**config.mk**
```make
export PLATFORM = sky130hd
export DESIGN_NAME = touch_sample_fifo
export DESIGN_NICKNAME = d
export VERILOG_FILES = /design/src/rtl/tsf_pkg.sv /design/src/rtl/tsf_store.sv /design/src/rtl/tsf_irq.sv /design/src/rtl/tsf_regif.sv /design/src/rtl/touch_sample_fifo.sv
export SDC_FILE = /design/constraint.sdc
export NUM_CORES = 1
export LEC_CHECK = 0
export BUFFER_PORTS_ARGS = -buffer_cell sky130_fd_sc_hd__clkbuf_2
export CAP_MARGIN = 5
export CORE_AREA = 2 2 83 145
export DETAILED_ROUTE_END_ITERATION = 8
export DIE_AREA = 0 0 85 147
export PLACE_DENSITY = 0.77
export SLEW_MARGIN = 20
export SYNTH_ARGS = -nofsm -noshare
export SYNTH_HDL_FRONTEND = slang
export SYNTH_HIERARCHICAL = 1
export SYNTH_SLANG_ARGS = --single-unit
```
**constraint.sdc**
```tcl
create_clock -name clk -period 2.98 [get_ports clk]
set_clock_uncertainty 0.1 [all_clocks]
set_input_delay 0.298 -clock clk [delete_from_list [all_inputs] [get_ports clk]]
set_output_delay 0.298 -clock clk [all_outputs]
set_load 0.01 [all_outputs]
```
**src/rtl/tsf_pkg.sv**
```systemverilog
package tsf_pkg;
   localparam int REG_ADDR_W = 2;
   localparam int BUS_W      = 32;

   typedef enum logic [REG_ADDR_W-1:0] {
      REG_STATUS = 2'd0,
      REG_DATA   = 2'd1,
      REG_CTRL   = 2'd2,
      REG_SPARE  = 2'd3
   } tsf_reg_e;
endpackage

```
**src/rtl/tsf_store.sv**
```systemverilog
module tsf_store #(
   parameter int DEPTH   = 4,
   parameter int ENTRY_W = 21,
   localparam int PTR_W  = $clog2(DEPTH),
   localparam int CNT_W  = $clog2(DEPTH + 1)
) (
   input  logic               clk,
   input  logic               rst_n,
   input  logic               wr_req,
   input  logic [ENTRY_W-1:0] wr_entry,
   input  logic               rd_req,
   output logic [ENTRY_W-1:0] head_entry,
   output logic [CNT_W-1:0]   fill,
   output logic               ovr
);
   localparam logic [CNT_W-1:0] FULL_C = CNT_W'(DEPTH);
   localparam logic [CNT_W-1:0] ONE_C  = CNT_W'(1);

   logic [ENTRY_W-1:0] slot_q [DEPTH];
   logic [PTR_W-1:0]   wr_ptr_q, rd_ptr_q;
   logic [CNT_W-1:0]   fill_q;
   logic               ovr_q;
   logic               rd_ok, wr_ok;

   assign rd_ok = rd_req && (fill_q != '0);
   assign wr_ok = wr_req && ((fill_q != FULL_C) || rd_ok);

   for (genvar i = 0; i < DEPTH; i++) begin : g_slot
      always_ff @(posedge clk) begin
         if (wr_ok && (wr_ptr_q == PTR_W'(i))) slot_q[i] <= wr_entry;
      end
   end

   always_ff @(posedge clk or negedge rst_n) begin
      if (!rst_n) begin
         wr_ptr_q <= '0;
         rd_ptr_q <= '0;
         fill_q   <= '0;
         ovr_q    <= 1'b0;
      end else begin
         if (wr_ok) wr_ptr_q <= wr_ptr_q + PTR_W'(1);
         if (rd_ok) rd_ptr_q <= rd_ptr_q + PTR_W'(1);
         fill_q <= fill_q + CNT_W'(wr_ok) - CNT_W'(rd_ok);
         if (wr_req && !wr_ok)
            ovr_q <= 1'b1;
         else if (rd_ok && !wr_ok && (fill_q == ONE_C))
            ovr_q <= 1'b0;
      end
   end

   assign head_entry = slot_q[rd_ptr_q];
   assign fill       = fill_q;
   assign ovr        = ovr_q;
endmodule

```
**src/rtl/tsf_irq.sv**
```systemverilog
module tsf_irq #(
   parameter int DEPTH  = 4,
   parameter int THRESH = 4,
   localparam int CNT_W = $clog2(DEPTH + 1)
) (
   input  logic [CNT_W-1:0] fill,
   input  logic             thr_en,
   output logic             irq
);
   localparam logic [CNT_W-1:0] THR_C = CNT_W'(THRESH);

   if (THRESH <= 1) begin : g_single
      // threshold equals the default level, the option bit changes nothing
      logic unused_thr;
      assign unused_thr = thr_en;
      assign irq = (fill != '0);
   end else begin : g_multi
      always_comb begin
         if (thr_en) irq = (fill >= THR_C);
         else        irq = (fill != '0);
      end
   end
endmodule

```
**src/rtl/tsf_regif.sv**
```systemverilog
module tsf_regif
   import tsf_pkg::*;
#(
   parameter int COORD_W   = 10,
   parameter int X_LSB     = 16,
   parameter int PEN_BIT   = 31,
   parameter int EMPTY_BIT = 7,
   parameter int OVR_BIT   = 8,
   parameter int CNT_W     = 3,
   localparam int ENTRY_W  = 2 * COORD_W + 1
) (
   input  logic                  clk,
   input  logic                  rst_n,
   input  logic                  bus_en,
   input  logic                  bus_we,
   input  logic [REG_ADDR_W-1:0] bus_addr,
   input  logic [BUS_W-1:0]      bus_wdata,
   input  logic [ENTRY_W-1:0]    head_entry,
   input  logic [CNT_W-1:0]      fill,
   input  logic                  ovr,
   output logic                  pop_req,
   output logic                  thr_en,
   output logic [BUS_W-1:0]      bus_rdata
);
   logic [BUS_W-1:0] rdata_q, last_q, head_word, stat_word, ctrl_word;
   logic             thr_q, rd_cyc, wr_cyc, empty;
   logic             unused_wdata;

   assign unused_wdata = ^bus_wdata[BUS_W-1:1];
   assign rd_cyc  = bus_en && !bus_we;
   assign wr_cyc  = bus_en && bus_we;
   assign empty   = (fill == '0);
   assign pop_req = rd_cyc && (bus_addr == REG_DATA);

   // entry layout is {pen, x, y}
   always_comb begin
      head_word = '0;
      head_word[PEN_BIT]              = head_entry[ENTRY_W-1];
      head_word[X_LSB +: COORD_W]     = head_entry[2*COORD_W-1:COORD_W];
      head_word[COORD_W-1:0]          = head_entry[COORD_W-1:0];
      stat_word = '0;
      stat_word[EMPTY_BIT]            = empty;
      stat_word[OVR_BIT]              = ovr;
      ctrl_word = '0;
      ctrl_word[0]                    = thr_q;
   end

   always_ff @(posedge clk or negedge rst_n) begin
      if (!rst_n) begin
         rdata_q <= '0;
         last_q  <= '0;
         thr_q   <= 1'b0;
      end else begin
         if (wr_cyc && (bus_addr == REG_CTRL)) thr_q <= bus_wdata[0];
         if (rd_cyc) begin
            unique case (bus_addr)
               REG_STATUS: rdata_q <= stat_word;
               REG_CTRL:   rdata_q <= ctrl_word;
               REG_DATA: begin
                  if (empty) begin
                     rdata_q <= last_q;
                  end else begin
                     rdata_q <= head_word;
                     last_q  <= head_word;
                  end
               end
               default:    rdata_q <= '0;
            endcase
         end
      end
   end

   assign thr_en    = thr_q;
   assign bus_rdata = rdata_q;
endmodule

```
**src/rtl/touch_sample_fifo.sv**
```systemverilog
module touch_sample_fifo
   import tsf_pkg::*;
#(
   parameter int DEPTH     = 4,
   parameter int THRESH    = 4,
   parameter int COORD_W   = 10,
   parameter int X_LSB     = 16,
   parameter int PEN_BIT   = 31,
   parameter int EMPTY_BIT = 7,
   parameter int OVR_BIT   = 8,
   localparam int ENTRY_W  = 2 * COORD_W + 1,
   localparam int CNT_W    = $clog2(DEPTH + 1)
) (
   input  logic                  clk,
   input  logic                  rst_n,
   input  logic                  smp_push,
   input  logic [COORD_W-1:0]    smp_x,
   input  logic [COORD_W-1:0]    smp_y,
   input  logic                  smp_pen,
   input  logic                  bus_en,
   input  logic                  bus_we,
   input  logic [REG_ADDR_W-1:0] bus_addr,
   input  logic [BUS_W-1:0]      bus_wdata,
   output logic [BUS_W-1:0]      bus_rdata,
   output logic                  irq
);
   if (DEPTH < 2 || (DEPTH & (DEPTH - 1)) != 0) begin : g_bad_depth
      $error("DEPTH must be a power of two of at least 2");
   end
   if (THRESH < 1 || THRESH > DEPTH) begin : g_bad_thresh
      $error("THRESH must lie between 1 and DEPTH");
   end
   if (COORD_W > X_LSB || X_LSB + COORD_W > PEN_BIT || PEN_BIT >= BUS_W) begin : g_bad_layout
      $error("data word fields overlap or exceed the bus width");
   end
   if (EMPTY_BIT == OVR_BIT || EMPTY_BIT >= BUS_W || OVR_BIT >= BUS_W) begin : g_bad_status
      $error("status bit positions invalid");
   end

   logic [ENTRY_W-1:0] head_w;
   logic [CNT_W-1:0]   fill_w;
   logic               ovr_w, pop_w, thr_en_w;

   tsf_store #(.DEPTH(DEPTH), .ENTRY_W(ENTRY_W)) u_store (
      .clk        (clk),
      .rst_n      (rst_n),
      .wr_req     (smp_push),
      .wr_entry   ({smp_pen, smp_x, smp_y}),
      .rd_req     (pop_w),
      .head_entry (head_w),
      .fill       (fill_w),
      .ovr        (ovr_w)
   );

   tsf_regif #(
      .COORD_W(COORD_W), .X_LSB(X_LSB), .PEN_BIT(PEN_BIT),
      .EMPTY_BIT(EMPTY_BIT), .OVR_BIT(OVR_BIT), .CNT_W(CNT_W)
   ) u_regif (
      .clk        (clk),
      .rst_n      (rst_n),
      .bus_en     (bus_en),
      .bus_we     (bus_we),
      .bus_addr   (bus_addr),
      .bus_wdata  (bus_wdata),
      .head_entry (head_w),
      .fill       (fill_w),
      .ovr        (ovr_w),
      .pop_req    (pop_w),
      .thr_en     (thr_en_w),
      .bus_rdata  (bus_rdata)
   );

   tsf_irq #(.DEPTH(DEPTH), .THRESH(THRESH)) u_irq (
      .fill   (fill_w),
      .thr_en (thr_en_w),
      .irq    (irq)
   );
endmodule

```
Word-level counts from Yosys, hierarchy flattened --
Memory sizes are Yosys's and may differ from the RTL's. Cells that the tools add are included.
Word-level totals: register bits after elaboration 73, memory bits (writable) 84, input port bits 60, output and inout port bits 33, word-level logic and storage cells 67, memories 1
Memories:
- u_store.slot_q | words 4, bits a word 21, rd ports 1, clocked after Yosys merged registers in 0, wr ports 1, line tsf_store.sv:19 | logic [ENTRY_W-1:0] slot_q [DEPTH];
Operators by class: add/sub/neg operators 4, magnitude comparators 1, equality and inequality tests 7, muxes and demuxes 22, reduce and logical (&&, ||, !) cells 25
Operators by type and width (number):
- $pmux 32 s3 | 1
- $mux 21 | 3
- $reduce_or 21->1 | 3
- $mux 32 | 1
- $mux 1 | 14
- $logic_and 1x1->1 | 13
- $eq 2x2->1 const B | 3
- $mux 2 | 3
- $add 2x1->2 const B | 2
- $eq 2x1->1 const B | 2
- $logic_not 2->1 | 2
- $add 3x1->3 | 1
- $eq 3x1->1 const B | 1
- $ge 3x3->1 const B | 1
- $logic_not 3->1 | 1
- $ne 3x3->1 const B | 1
- $reduce_bool 3->1 | 1
- $sub 3x1->3 | 1
- $logic_not 1->1 | 2
- $reduce_and 2->1 | 1
- $reduce_bool 2->1 | 1
- $logic_or 1x1->1 | 1

Longest topological paths before layout --
word-level depth 13, mapped depth 13, mapped depth without buffers 12

Modules after synthesis --
Netlist, hierarchy kept.
Modules (own cells, without submodules):
- tsf_store | instances 1, cells an instance 148, area an instance 3503.4 um^2, seq. area each 2722.6 um^2
- tsf_regif | instances 1, cells an instance 196, area an instance 2675.1 um^2, seq. area each 1626.6 um^2
- tsf_irq | instances 1, cells an instance 2, area an instance 15.0 um^2, seq. area each 0.0 um^2

Worst setup path before layout --
OpenSTA, ideal clock, no wires.
kind input -> register, from in bus_we, to reg u_store.fill_q[2] (netlist: u_store/fill[2]), library setup time 0.126 ns, arrival time 2.248 ns, required time 2.754 ns, setup slack 0.507 ns, stages 13, path buffers 1, path through nand4bb_1 -> buf_2 -> inv_1 -> nor4b_4 -> nor2b_2 -> inv_1 -> ha_1 -> inv_1 -> ha_1 -> inv_1 -> fa_1 -> xnor2_1 -> xnor2_1
Between the ends: cells in the longest elaborated chain, start to end 8
RTL lines:
- start, declared | line touch_sample_fifo.sv:21 | input logic bus_we,
- $logic_not 1->1 * | line tsf_regif.sv:30 | assign rd_cyc = bus_en && !bus_we;
- $logic_and 1x1->1 * | line tsf_regif.sv:30
- $logic_and 1x1->1 * | line tsf_regif.sv:33 | assign pop_req = rd_cyc && (bus_addr == REG_DATA);
- via pop_w | line touch_sample_fifo.sv:42 | logic ovr_w, pop_w, thr_en_w;
- $logic_and 1x1->1 * | line tsf_store.sv:25 | assign rd_ok = rd_req && (fill_q != '0);
- $logic_or 1x1->1 | line tsf_store.sv:26 | assign wr_ok = wr_req && ((fill_q != FULL_C) || rd_ok);
- $logic_and 1x1->1 | line tsf_store.sv:26
- $add 3x1->3 | line tsf_store.sv:43 | fill_q <= fill_q + CNT_W'(wr_ok) - CNT_W'(rd_ok);
- $sub 3x1->3 * | line tsf_store.sv:43
- end signal, assigned | line tsf_store.sv:43
- end, declared | line tsf_store.sv:21 | logic [CNT_W-1:0] fill_q;
The timed path passes the listed nets; every way through them passes the cells marked *. A chain may end at the register's enable or synchronous reset.

Worst setup path after layout --
from reg u_store.fill_q[1] (netlist: u_store/fill[1]), to reg u_store.fill_q[2] (netlist: u_store/fill[2])
Between the ends: cells in the longest elaborated chain, start to end 6, elaborated cells between the ends (all ways) 7, those cells by class 2 x add/sub; 1 x eq/ne; 4 x reduce/logical
RTL lines (line):
- $reduce_bool 3->1 | tsf_store.sv:25
- $logic_and 1x1->1 | tsf_store.sv:25
- $logic_or 1x1->1 | tsf_store.sv:26
- $logic_and 1x1->1 | tsf_store.sv:26
- $add 3x1->3 | tsf_store.sv:43
- $sub 3x1->3 * | tsf_store.sv:43
Mark *: on every way between the ends. The rest lies on a longest branch, timed or not.

==> out/metrics.cfg <==
[clock_tree]
cts_buffers=17
clk_latency_ns=0.41
holdBufCountCts=18
clkTransAtPathRegs_ns=0.06
htree_levels=4
post_cts_buffers=0
clk_path_buf_depth=2
cts_tree=built
clock_tree.root_cell=clkbuf_16
cts.repair.resized=0
clock_sinks=157

[cells_and_area]
multi_input_area_um2=1710
final_util_pct=65.1
ff_latch_area_um2=4350
antenna_cells=0
final.fill_count=763
areaGrowthSynthToFinish_pct=19.7
drive_above_1_share_pct=34.2
nets=502

[synth]
ys_ff_latch=157
yosys_warnings=6
ys_types=39
avgSynthCellArea_um2=17.9
netlist_instances=346
ys_seq_area_share_pct=70.2
netlist_area_um2=6190
syn_nets=413

[grt]
grt_overflow=0
antenna_found_initial=0
grt_usage_pct=18.2
use_met3_pct=4.66
grt.met1_usage_pct=23.2
busiest_layer=met2
grt_max_degree=33
grtUsageMet2_pct=29.8
grt_pass1_vias=3337
grt_pass1_wl_um=17400

[pwr]
p_seq_share_pct=44.7
switching_power_w=0.00190
clkPwrFrac_pct=31.1
cellPowerDensity_nw_per_um2=932
p_int_w=0.00501
swShare_pct=27.5
vdd_drop_max_v=0.000610
power.leakage_nw=3.10
combPwrFrac_pct=24.2

[floorplanning]
die_area_um2=12500
initial_core_util_pct=54.4
top_level_ports=93
rows=52
die_h_um=147
core_area_um2=11400
die_w_um=85

[critical_path]
critPathKind=reg2reg
worstPathCellList=nor4b_4, nor2b_2, inv_1, ha_1, inv_1, ha_1, inv_1, fa_1, xnor2_1, xnor2_1
critPathMaxStageDelay_ns=0.57
critPathCaptureType=flip-flop
crit_path_start_kind=flip-flop
cpMaxStageDelayCell=dfrtp_1
crit_path_max_fanout=7
critPathRequiredTime_ns=3.21
cp_common_cell=inv_1
arrival_ns=2.73

[sta]
min_period_over_period_pct=84.0
fmax_ghz=0.400
final-setup-viol-count=0
maxSlewHeadroom_pct=59.0
hold_viol=0
tns_ns=0
min_period_ns=2.50
tightest_slew_ns=0.615
drv_slew=0
fin_ws_ns=0.477
fin_hold_ws_ns=0.0216
rsz0062_at_grt=no

[min_path]
hp-class=in2reg

[placed_design]
place.gp.congestion=0.712
dp_slack_ns=0.346
port_buffers=61
dp_hpwl_um=6810

[route]
drt_iter0_drc=184
dr.pass1.iters=7
drtAntennaViolNets=0
vias_per_cell=5.50
routed_wirelength_um=10500
via_count=3206
wl_per_cell_um=18.1
route.detailed.drc=0

[flow_run]
cap_viol_max_count=0

[run_status]
outcome=complete, no violations

[synthesized netlist by cell type, drive strengths merged]
library cell,n,area [µm²]
a22o,12,105
nand4b,1,8.76
inv,7,26.3
mux4,21,473
mux2,23,334
o21bai,1,11.3
a32o,1,10.0
a21oi,1,5.00
xnor2,4,35.0
or3b,1,8.76
o41ai,1,8.76
nand2b,1,6.26
and4bb,1,12.5
a22oi,1,7.51
nor2,3,11.3
nand4bb,1,11.3
nor2b,1,8.76
dfrtp,73,1830
nand2,20,75.1
and2b,1,7.51
o31a,1,8.76
nor4b,1,23.8
o21ai,19,95.1
clkbuf,6,22.5
ha,6,75.1
edfxtp,84,2520
nand3,1,5.00
or2,1,6.26
mux2i,19,190
xor2,1,8.76
and2,15,93.8
nand3b,1,7.51
buf,12,97.6
nor3,2,15.0
and3b,1,8.76
fa,1,20.0
[cells in the final DEF, fill, tap and decap left out, types with 2 or more instances in the layout]
| master | netlist | routed |
|---|---|---|
| a22o_1 | 12 | 12 |
| clkbuf_1 | 6 | 2 |
| edfxtp_1 | 84 | 84 |
| dlygate4sd3_1 | 0 | 18 |
| mux2_2 | 3 | 3 |
| mux4_2 | 21 | 21 |
| and2_2 | 0 | 3 |
| bufinv_16 | 0 | 3 |
| clkinv_2 | 0 | 3 |
| o21ai_0 | 19 | 19 |
| nor2_1 | 3 | 3 |
| ha_1 | 6 | 6 |
| mux2i_1 | 19 | 19 |
| xnor2_1 | 4 | 4 |
| and2_1 | 15 | 12 |
| dfrtp_1 | 73 | 73 |
| mux2_4 | 20 | 20 |
| nand2_1 | 20 | 20 |
| buf_4 | 0 | 8 |
| inv_6 | 0 | 2 |
| clkinv_4 | 0 | 5 |
| clkbuf_16 | 0 | 17 |
| clkbuf_2 | 0 | 60 |
| inv_1 | 7 | 7 |
[flip-flops by register name, summed over array words and instances, names as in the netlist]
signal	cells
u_regif/thr_en	1
u_regif/last_q	32
u_store/ovr	1
u_regif/bus_rdata	32
u_store/slot_q	84
u_store/rd_ptr_q	2
u_store/wr_ptr_q	2
u_store/fill	3
[cell type report]
| cell class | count | share of cell area, % |
|---|---|---|
| clock buffers | 19 | 5.84 |
| inverters | 7 | 0.354 |
| well taps | 135 | 2.28 |
| clock inverters | 13 | 2.25 |
| multi-input cells | 164 | 23.0 |
| flip-flops and latches | 157 | 58.7 |
| repair buffers | 88 | 7.56 |
[metrics by stage]
stage	area, µm²	cells	total power (W)
5_1_grt	7410	583	0.00725
6_report	7410	583	0.00691
2_1_floorplan	6190	346	0.00433
3_5_place_dp	6610	532	0.00478
3_3_place_gp	6610	532	0.00469
4_1_cts	7390	582	0.00699
[routing by layer]
metal  wire [µm]  vias to the layer above
li1            -                     1479
met1        4490                     1650
met2        5570                       66
met3         351                       11
met4         121                        0
met5           0                        -
[worst max-delay path, delay by kind of cell (launching register included)]
family / cells / cell delay [ns]
flip-flops: 1 / 0.57
adder cells (fa/ha/maj): 3 / 0.80
XOR/XNOR: 2 / 0.36
buffers and inverters: 3 / 0.18
AND/OR/NAND/NOR: 2 / 0.41
[power groups by stage]
| stage | registers [W] | logic, W | clock network (W) |
|---|---|---|---|
| 2_1_floorplan | 0.00307 | 0.00126 | 0 |
| 3_3_place_gp | 0.00309 | 0.00160 | 0 |
| 3_5_place_dp | 0.00313 | 0.00165 | 0 |
| 4_1_cts | 0.00310 | 0.00169 | 0.00220 |
| 5_1_grt | 0.00313 | 0.00183 | 0.00229 |
| 6_report | 0.00309 | 0.00167 | 0.00215 |
[worst paths after layout]
| kind | slack [ns] | endpoint | depth (start not counted) | startpoint |
|---|---|---|---|---|
| max | 0.48 | u_store/fill[2]$_DFF_PN0_ | 10 | u_store/fill[1]$_DFF_PN0_ |
| min | 0.02 | u_store/slot_q[0][17]$_DFFE_PP_ | 1 | smp_x[7] |
| max reg2reg | 0.48 | u_store/fill[2]$_DFF_PN0_ | 10 | u_store/fill[1]$_DFF_PN0_ |
| min reg2reg | 0.39 | u_regif/bus_rdata[9]$_DFFE_PN0N_ | 2 | u_regif/bus_rdata[9]$_DFFE_PN0N_ |
| max in group asynchronous | 1.83 | u_regif/bus_rdata[21]$_DFFE_PN0N_ | 3 | rst_n |
| min in group asynchronous | 0.24 | u_regif/bus_rdata[29]$_DFFE_PN0N_ | 2 | rst_n |
[kinds of logic after synthesis]
family / synth area share, %
DFF: 70.2
muxes: 16.1
and+or+nand+nor: 5.01
AOI/OAI and AO/OA: 4.06
buffers and inverters: 2.36
adders and majority gates: 1.54
xor gates and xnor gates: 0.707
Note: power is estimated with default switching activity, not from simulation.
